## config.mk

```make
export PLATFORM = sky130hd
export DESIGN_NAME = isa_mem_slave
export DESIGN_NICKNAME = d
export VERILOG_FILES = /design/src/rtl/isa_mslv_pkg.sv /design/src/rtl/isa_addr_latch.sv /design/src/rtl/isa_cycle_fsm.sv /design/src/rtl/isa_lane_ram.sv /design/src/rtl/isa_mem_slave.sv
export SDC_FILE = /design/constraint.sdc
export NUM_CORES = 2
export LEC_CHECK = 0
export BUFFER_PORTS_ARGS = -buffer_cell sky130_fd_sc_hd__buf_2
export CORE_MARGIN = 2
export CORE_UTILIZATION = 52
export CTS_CLUSTER_DIAMETER = 60
export DETAILED_ROUTE_END_ITERATION = 7
export PLACE_DENSITY_LB_ADDON = 0.1
export SETUP_SLACK_MARGIN = 0.05
export SYNTH_ARGS = -nofsm -noshare
export SYNTH_HDL_FRONTEND = slang
export SYNTH_SLANG_ARGS = --single-unit
```

## constraint.sdc

```tcl
create_clock -name clk -period 4.8 [get_ports clk]
set_input_delay 0.96 -clock clk [delete_from_list [all_inputs] [get_ports clk]]
set_output_delay 0.96 -clock clk [all_outputs]
set_load 0.03 [all_outputs]
```

## src/rtl/isa_mslv_pkg.sv

```systemverilog
package isa_mslv_pkg;

    typedef enum logic [1:0] {
        ST_IDLE,
        ST_WAIT,
        ST_XFER,
        ST_HOLD
    } cyc_state_t;

    // Lane drive enables {high, low} for a read, from address bit 0 and the
    // active-low high-byte enable. An odd byte for an 8-bit host goes low.
    function automatic logic [1:0] lane_drive(input logic a0, input logic bhe_n);
        return {~bhe_n, (~a0) | bhe_n};
    endfunction

endpackage

```

## src/rtl/isa_addr_latch.sv

```systemverilog
module isa_addr_latch #(
    parameter int LA_W   = 7,
    parameter int SA_W   = 20,
    parameter int ADDR_W = 8
) (
    input  logic              clk,
    input  logic              rst,
    input  logic [LA_W-1:0]   cfg_base,
    input  logic [LA_W-1:0]   cfg_limit,
    input  logic              cfg_wide,
    input  logic              bale,
    input  logic [LA_W-1:0]   la,
    input  logic [SA_W-1:0]   sa,
    input  logic              sbhe_n,
    input  logic              refresh_n,
    output logic              hit,
    output logic [ADDR_W-1:0] word_idx,
    output logic              a0,
    output logic              bhe_n,
    output logic              memcs16_n
);
    logic la_hit;
    logic hit_keep;
    logic [ADDR_W:0] low_keep;
    logic bhe_keep;

    // Early decode of the live upper address lines.
    assign la_hit = (la >= cfg_base) && (la <= cfg_limit);

    // Track the strobe: values update while it is high and freeze on its fall.
    always_ff @(posedge clk) begin
        if (rst) begin
            hit_keep <= 1'b0;
            low_keep <= '0;
            bhe_keep <= 1'b1;
        end else if (bale) begin
            hit_keep <= la_hit;
            low_keep <= sa[ADDR_W:0];
            bhe_keep <= sbhe_n;
        end
    end

    assign hit       = hit_keep;
    assign word_idx  = low_keep[ADDR_W:1];
    assign a0        = low_keep[0];
    assign bhe_n     = bhe_keep;
    assign memcs16_n = ~(cfg_wide & refresh_n & (bale ? la_hit : hit_keep));

endmodule

```

## src/rtl/isa_cycle_fsm.sv

```systemverilog
module isa_cycle_fsm
    import isa_mslv_pkg::*;
#(
    parameter int WAIT_W = 4
) (
    input  logic              clk,
    input  logic              rst,
    input  logic              cfg_zws,
    input  logic [WAIT_W-1:0] cfg_wait,
    input  logic              bale,
    input  logic              hit,
    input  logic              memr_n,
    input  logic              memw_n,
    input  logic              refresh_n,
    output logic              rdy,
    output logic              zws_n,
    output logic              wr_en,
    output logic              rd_en
);
    cyc_state_t state, state_nx;
    logic [WAIT_W-1:0] cnt;
    logic zws_r;
    logic cmd_any;
    logic start;
    logic fast;

    assign cmd_any = ~memr_n | ~memw_n;
    assign start   = cmd_any & hit & refresh_n & ~bale;
    assign fast    = cfg_zws | (cfg_wait == '0);

    always_comb begin
        state_nx = state;
        unique case (state)
            ST_IDLE: if (start) state_nx = fast ? ST_XFER : ST_WAIT;
            ST_WAIT: begin
                if (!cmd_any)       state_nx = ST_IDLE;
                else if (cnt == 1)  state_nx = ST_XFER;
            end
            ST_XFER: state_nx = ST_HOLD;
            ST_HOLD: if (!cmd_any) state_nx = ST_IDLE;
        endcase
    end

    always_ff @(posedge clk) begin
        if (rst) begin
            state <= ST_IDLE;
            cnt   <= '0;
            zws_r <= 1'b0;
        end else begin
            state <= state_nx;
            if (state == ST_IDLE && start) begin
                cnt   <= cfg_wait;
                zws_r <= cfg_zws;
            end else if (state == ST_WAIT) begin
                cnt <= cnt - 1'b1;
            end
        end
    end

    always_comb begin
        rdy   = (state != ST_WAIT);
        zws_n = ~((state == ST_XFER) & zws_r);
        wr_en = (state == ST_XFER) & ~memw_n & refresh_n;
        rd_en = ((state == ST_XFER) || (state == ST_HOLD)) & ~memr_n & refresh_n;
    end

    // ready is only pulled low for a command present at the previous edge
    a_r5_wait_needs_cmd: assert property (@(posedge clk) disable iff (rst)
        !rdy |-> $past(cmd_any));

    // zero-wait indication lasts one cycle
    a_r6_zws_single: assert property (@(posedge clk) disable iff (rst)
        !zws_n |=> zws_n);

endmodule

```

## src/rtl/isa_lane_ram.sv

```systemverilog
module isa_lane_ram
    import isa_mslv_pkg::*;
#(
    parameter int ADDR_W = 8
) (
    input  logic              clk,
    input  logic              rst,
    input  logic [ADDR_W-1:0] word_idx,
    input  logic              a0,
    input  logic              bhe_n,
    input  logic              hit,
    input  logic              wr_en,
    input  logic              rd_en,
    input  logic [15:0]       sd_in,
    output logic [15:0]       sd_out,
    output logic [1:0]        sd_oe
);
    localparam int DEPTH = 1 << ADDR_W;

    logic [7:0] mem_lo [DEPTH];
    logic [7:0] mem_hi [DEPTH];
    logic we_lo, we_hi;
    logic [7:0] hi_src;
    logic [7:0] rd_lo, rd_hi;

    assign we_lo  = wr_en & ~a0;
    assign we_hi  = wr_en & (a0 | ~bhe_n);
    assign hi_src = (a0 & bhe_n) ? sd_in[7:0] : sd_in[15:8];

    always_ff @(posedge clk) begin
        if (we_lo) mem_lo[word_idx] <= sd_in[7:0];
        if (we_hi) mem_hi[word_idx] <= hi_src;
    end

    assign rd_lo  = mem_lo[word_idx];
    assign rd_hi  = mem_hi[word_idx];
    assign sd_out = {rd_hi, a0 ? rd_hi : rd_lo};
    assign sd_oe  = rd_en ? lane_drive(a0, bhe_n) : 2'b00;

    // the RAM is written only for a cycle whose frozen decode hit
    a_r4_write_needs_hit: assert property (@(posedge clk) disable iff (rst)
        wr_en |-> hit);

endmodule

```

## src/rtl/isa_mem_slave.sv

```systemverilog
module isa_mem_slave
    import isa_mslv_pkg::*;
#(
    parameter int LA_W   = 7,
    parameter int SA_W   = 20,
    parameter int ADDR_W = 8,
    parameter int WAIT_W = 4
) (
    input  logic              clk,
    input  logic              rst,
    input  logic [LA_W-1:0]   cfg_base,
    input  logic [LA_W-1:0]   cfg_limit,
    input  logic              cfg_wide,
    input  logic              cfg_zws,
    input  logic [WAIT_W-1:0] cfg_wait,
    input  logic              bale,
    input  logic [LA_W-1:0]   la,
    input  logic [SA_W-1:0]   sa,
    input  logic              sbhe_n,
    input  logic              memr_n,
    input  logic              memw_n,
    input  logic              refresh_n,
    input  logic [15:0]       sd_in,
    output logic [15:0]       sd_out,
    output logic [1:0]        sd_oe,
    output logic              memcs16_n,
    output logic              zws_n,
    output logic              rdy
);
    logic              hit;
    logic [ADDR_W-1:0] word_idx;
    logic              a0;
    logic              bhe_n;
    logic              wr_en;
    logic              rd_en;

    isa_addr_latch #(.LA_W(LA_W), .SA_W(SA_W), .ADDR_W(ADDR_W)) u_latch (
        .clk(clk), .rst(rst),
        .cfg_base(cfg_base), .cfg_limit(cfg_limit), .cfg_wide(cfg_wide),
        .bale(bale), .la(la), .sa(sa), .sbhe_n(sbhe_n), .refresh_n(refresh_n),
        .hit(hit), .word_idx(word_idx), .a0(a0), .bhe_n(bhe_n),
        .memcs16_n(memcs16_n)
    );

    isa_cycle_fsm #(.WAIT_W(WAIT_W)) u_fsm (
        .clk(clk), .rst(rst),
        .cfg_zws(cfg_zws), .cfg_wait(cfg_wait),
        .bale(bale), .hit(hit),
        .memr_n(memr_n), .memw_n(memw_n), .refresh_n(refresh_n),
        .rdy(rdy), .zws_n(zws_n), .wr_en(wr_en), .rd_en(rd_en)
    );

    isa_lane_ram #(.ADDR_W(ADDR_W)) u_ram (
        .clk(clk), .rst(rst),
        .word_idx(word_idx), .a0(a0), .bhe_n(bhe_n), .hit(hit),
        .wr_en(wr_en), .rd_en(rd_en),
        .sd_in(sd_in), .sd_out(sd_out), .sd_oe(sd_oe)
    );

    // nothing is driven onto the bus during refresh
    a_r10_refresh_silent: assert property (@(posedge clk) disable iff (rst)
        !refresh_n |-> (sd_oe == 2'b00));

    // lanes are driven only under a read command
    a_r12_drive_needs_read: assert property (@(posedge clk) disable iff (rst)
        memr_n |-> (sd_oe == 2'b00));

endmodule

```

==> out/results.ini <==
[timing]
worst_slack_ns = -0.6062
max_freq_mhz = 185.0
min_period_ns = 5.406
drv_slew = 0
max-slew-margin-rel_pct = 16.03
max_slew.worst_pin.slew_ns = 1.260
setup_viol = 16
worst_clock_skew_ns = 0.03204
hold_viol = 0
fin_crit_sh_pct = 112.6
rsz0062_at_grt = true

[power_and_ir_drop]
p_leak_nw = 57.24
netSwitchingFraction_pct = 21.60
switchingPower_mw = 16.57
seqPwrFrac_pct = 51.9
vdd_drop_max_mv = 0.3666
intPower_mw = 60.14
p_clk_share_pct = 41.8
p_per_area_mw_per_mm2 = 415.2
comb_power_share_pct = 6.3

[finish]
final_nets = 8256
stdcell_area_mm2 = 0.1848
areaGrowthSynthToFinish_pct = 16.20
fillers = 21470
drive_above_1_share_pct = 30.90
final_cells = 12630

[floorplanning]
placementRows = 203
start_util_pct = 52.12
fp.coreArea_mm2 = 0.3050
die_x_um = 557.0
pin_count = 91
die_h_um = 557.0
dieArea_mm2 = 0.3102

[setup_path]
cp-end-kind = output port
cp.arrival_ns = 4.45
path_max_fanout = 8
worstSetupStartpointType = flip-flop
criticalPathCategory = reg2out
reg2reg_slack_ns = 0.90
cp.required_ns = 3.84

[synth]
syn_nets = 7443
synth-seq-cells = 4122
netlist_area_mm2 = 0.1590
synth.yosys.warnings = 0
synth-edff-count = 4096
synth.distinct_cells = 64
synthFlopType = edfxtp_1
yosysSeqAreaShare_pct = 77.69
syn_avg_cell_area_um2 = 21.61
syn-instance-count = 7357
synthArstFlopShare_pct = 0

[clock_network]
h-tree-depth = 5
clk_path_buf_depth = 4
cts.clk_slew.worst_paths_ns = 0.06
cts_root_buffer = clkbuf_16
numCtsBuffers = 419
cts_tree = built
cts.sinks = 4122
clk-insertion-delay-late_ns = 0.96

[route]
route.detailed.drc = 0
vias = 78830
avgViaCountPerCell = 6.243
drt_wl_total_um = 408900
drt_first_iter_violations = 8959
ant_nets = 0
wl_per_cell_um = 32.38
dr.pass1.iters = 6

[global_route]
grt_first_pass_wirelength_um = 580400
gr-total-overflow = 0
antenna_found_initial = 8
grt_pass1_vias = 79800
grt_max_degree = 197
grt_usage_pct = 26.20

[status]
outcome = complete, but fails checks
failed_checks = negative setup slack

[placement]
numPortBuffers = 79
dp_cells = 11760
gp_congestion = 0.8435
dp_hpwl_um = 249100
dpl_cell_area_mm2 = 0.1685

[flow_run]
cap_violations = 0

[min_path]
hp-class = in2reg

## cells in the final DEF (no fill, tap or decap), types with 17 or more instances in the layout
| cell | synthesis | final |
|---|---|---|
| a31oi_1 | 20 | 19 |
| edfxtp_1 | 4096 | 4096 |
| a211oi_1 | 41 | 39 |
| clkinv_1 | 0 | 87 |
| a22o_1 | 80 | 80 |
| mux2i_1 | 130 | 129 |
| a21oi_1 | 75 | 60 |
| a221oi_2 | 0 | 27 |
| o22ai_2 | 0 | 20 |
| nand4_1 | 25 | 25 |
| nor3_1 | 32 | 19 |
| buf_12 | 5 | 96 |
| dfxtp_1 | 26 | 20 |
| nor2b_1 | 23 | 19 |
| clkinv_2 | 0 | 78 |
| a221oi_1 | 89 | 62 |
| o21ai_0 | 31 | 20 |
| inv_1 | 25 | 23 |
| nand3_2 | 0 | 20 |
| a22oi_2 | 0 | 33 |
| o22ai_1 | 96 | 75 |
| buf_16 | 0 | 26 |
| buf_6 | 50 | 41 |
| nand2_1 | 92 | 88 |
| nand3_1 | 70 | 48 |
| clkbuf_16 | 0 | 438 |
| a22oi_1 | 233 | 200 |
| buf_4 | 77 | 599 |
| nor2_1 | 570 | 558 |
| buf_2 | 107 | 59 |
| clkbuf_1 | 194 | 86 |
| mux4_2 | 960 | 963 |
| o21ai_1 | 11 | 17 |
| bufinv_16 | 0 | 36 |
## layout make-up
type                            count  area, µm²  share of cell area [%]
Clock inverter                    246       2237                   1.211
Sequential cell                  4122     123500                   66.87
Clock buffer                      527      11260                   6.093
Multi-Input combinational cell   2752      33980                   18.39
Timing Repair Buffer              850       8502                   4.602
Tap cell                         4100       5130                   2.777
Antenna cell                        4      10.01                0.005418
Inverter                           25      101.3                 0.05485
## power groups by stage
stage / clock network [mW] / logic [mW] / registers (mW)
2_1_floorplan: 0 / 2.33 / 40.6
3_3_place_gp: 0 / 4.39 / 40.6
3_5_place_dp: 0 / 4.46 / 40.6
4_1_cts: 32.5 / 4.75 / 39.8
5_1_grt: 33.9 / 5.06 / 39.8
6_report: 32.1 / 4.83 / 39.8
## per-layer routing
metal  part of all wire (%)  track usage (%)  up-vias
met4                    3.0            7.125        2
met2                     49            43.01     3087
met5                 0.0032                0        -
li1                       -                -    32790
met3                    6.9            3.960      599
met1                     41            37.03    42350
## logic make-up after synthesis
family          after synthesis  share of synthesized area (%)
compound gates              727                          3.311
xor+xnor                      1                       0.005509
fa+ha+maj                    16                         0.1259
buf+inv                     483                          1.708
flops                      4122                          77.69
mux                        1115                          14.73
simple gates                893                          2.439
## timing repair
item / CTS / global route
pin swaps: 19 / 36
gates resized for setup: 205 / 121
gates cloned: 12 / 6
endpoints found under the setup margin: 16 / 16
hold buffers: 0 / 0
setup buffers: 59 / 18
## flip-flops by register name (all words and copies together) (netlist names), named ones only
name / cells
u_ram.mem_hi: 2048
u_fsm.cnt: 4
u_fsm.state: 2
u_latch.hit: 1
u_fsm.zws_r: 1
u_ram.mem_lo: 2048
u_latch.low_keep: 9
u_latch.bhe_n: 1
## cell usage after synthesis (all sizes together) (23+ instances only)
cell / n / share of area, %
a211oi: 41 / 0.19
a21oi: 75 / 0.24
a221oi: 89 / 0.49
a22o: 80 / 0.44
a22oi: 233 / 1.1
buf: 264 / 1.2
clkbuf: 194 / 0.46
dfxtp: 26 / 0.33
edfxtp: 4096 / 77
inv: 25 / 0.059
mux2i: 130 / 0.82
mux4: 974 / 14
nand2: 92 / 0.22
nand3: 70 / 0.22
nand4: 25 / 0.098
nor2: 570 / 1.3
nor2b: 23 / 0.090
nor3: 32 / 0.10
o21ai: 42 / 0.13
o22ai: 96 / 0.38
## worst max-delay path, stage by stage, from the launching register on
cell	delay, ns
dfxtp_4	0.39
buf_12	0.16
buf_16	0.16
buf_16	0.17
buf_4	0.14
buf_6	0.11
mux4_2	0.49
a22o_1	0.26
a221oi_2	0.20
buf_4	0.17
o22ai_2	0.11
nor3_2	0.23
nor2_2	0.07
nand3_2	0.09
buf_12	0.13
nand4_1	0.30
buf_6	0.27
## worst paths after layout
check	startpoint	endpoint	cells after the start
max	flip-flop	sd_out[6]	16
min	sbhe_n	u_latch.bhe_n$_SDFFE_PP1P_	2
max reg2reg	u_latch.low_keep[7]$_SDFFE_PP0P_	u_ram.mem_hi[178][1]$_DFFE_PP_	4
min reg2reg	u_fsm.zws_r$_SDFFE_PP0P_	u_fsm.zws_r$_SDFFE_PP0P_	2
## stage by stage
step / total power [mW] / setup WS (ns) / utilization [%] / TNS [ns] / hold slack (ns)
after floorplan: 42.89 / 0.8362 / - / 0 / 0.4364
after global placement: 44.94 / -0.1916 / 55.25 / -0.6853 / 0.4536
after detailed placement: 45.01 / -0.2000 / 55.25 / -0.7154 / 0.4482
after CTS: 77.04 / -0.6919 / 60.28 / -8.097 / 0.1638
after global routing: 78.68 / -0.6938 / 60.57 / -8.573 / 0.1835
final: 76.71 / -0.6062 / 60.57 / -6.773 / 0.2371
Power figures use the tool's default switching activity.
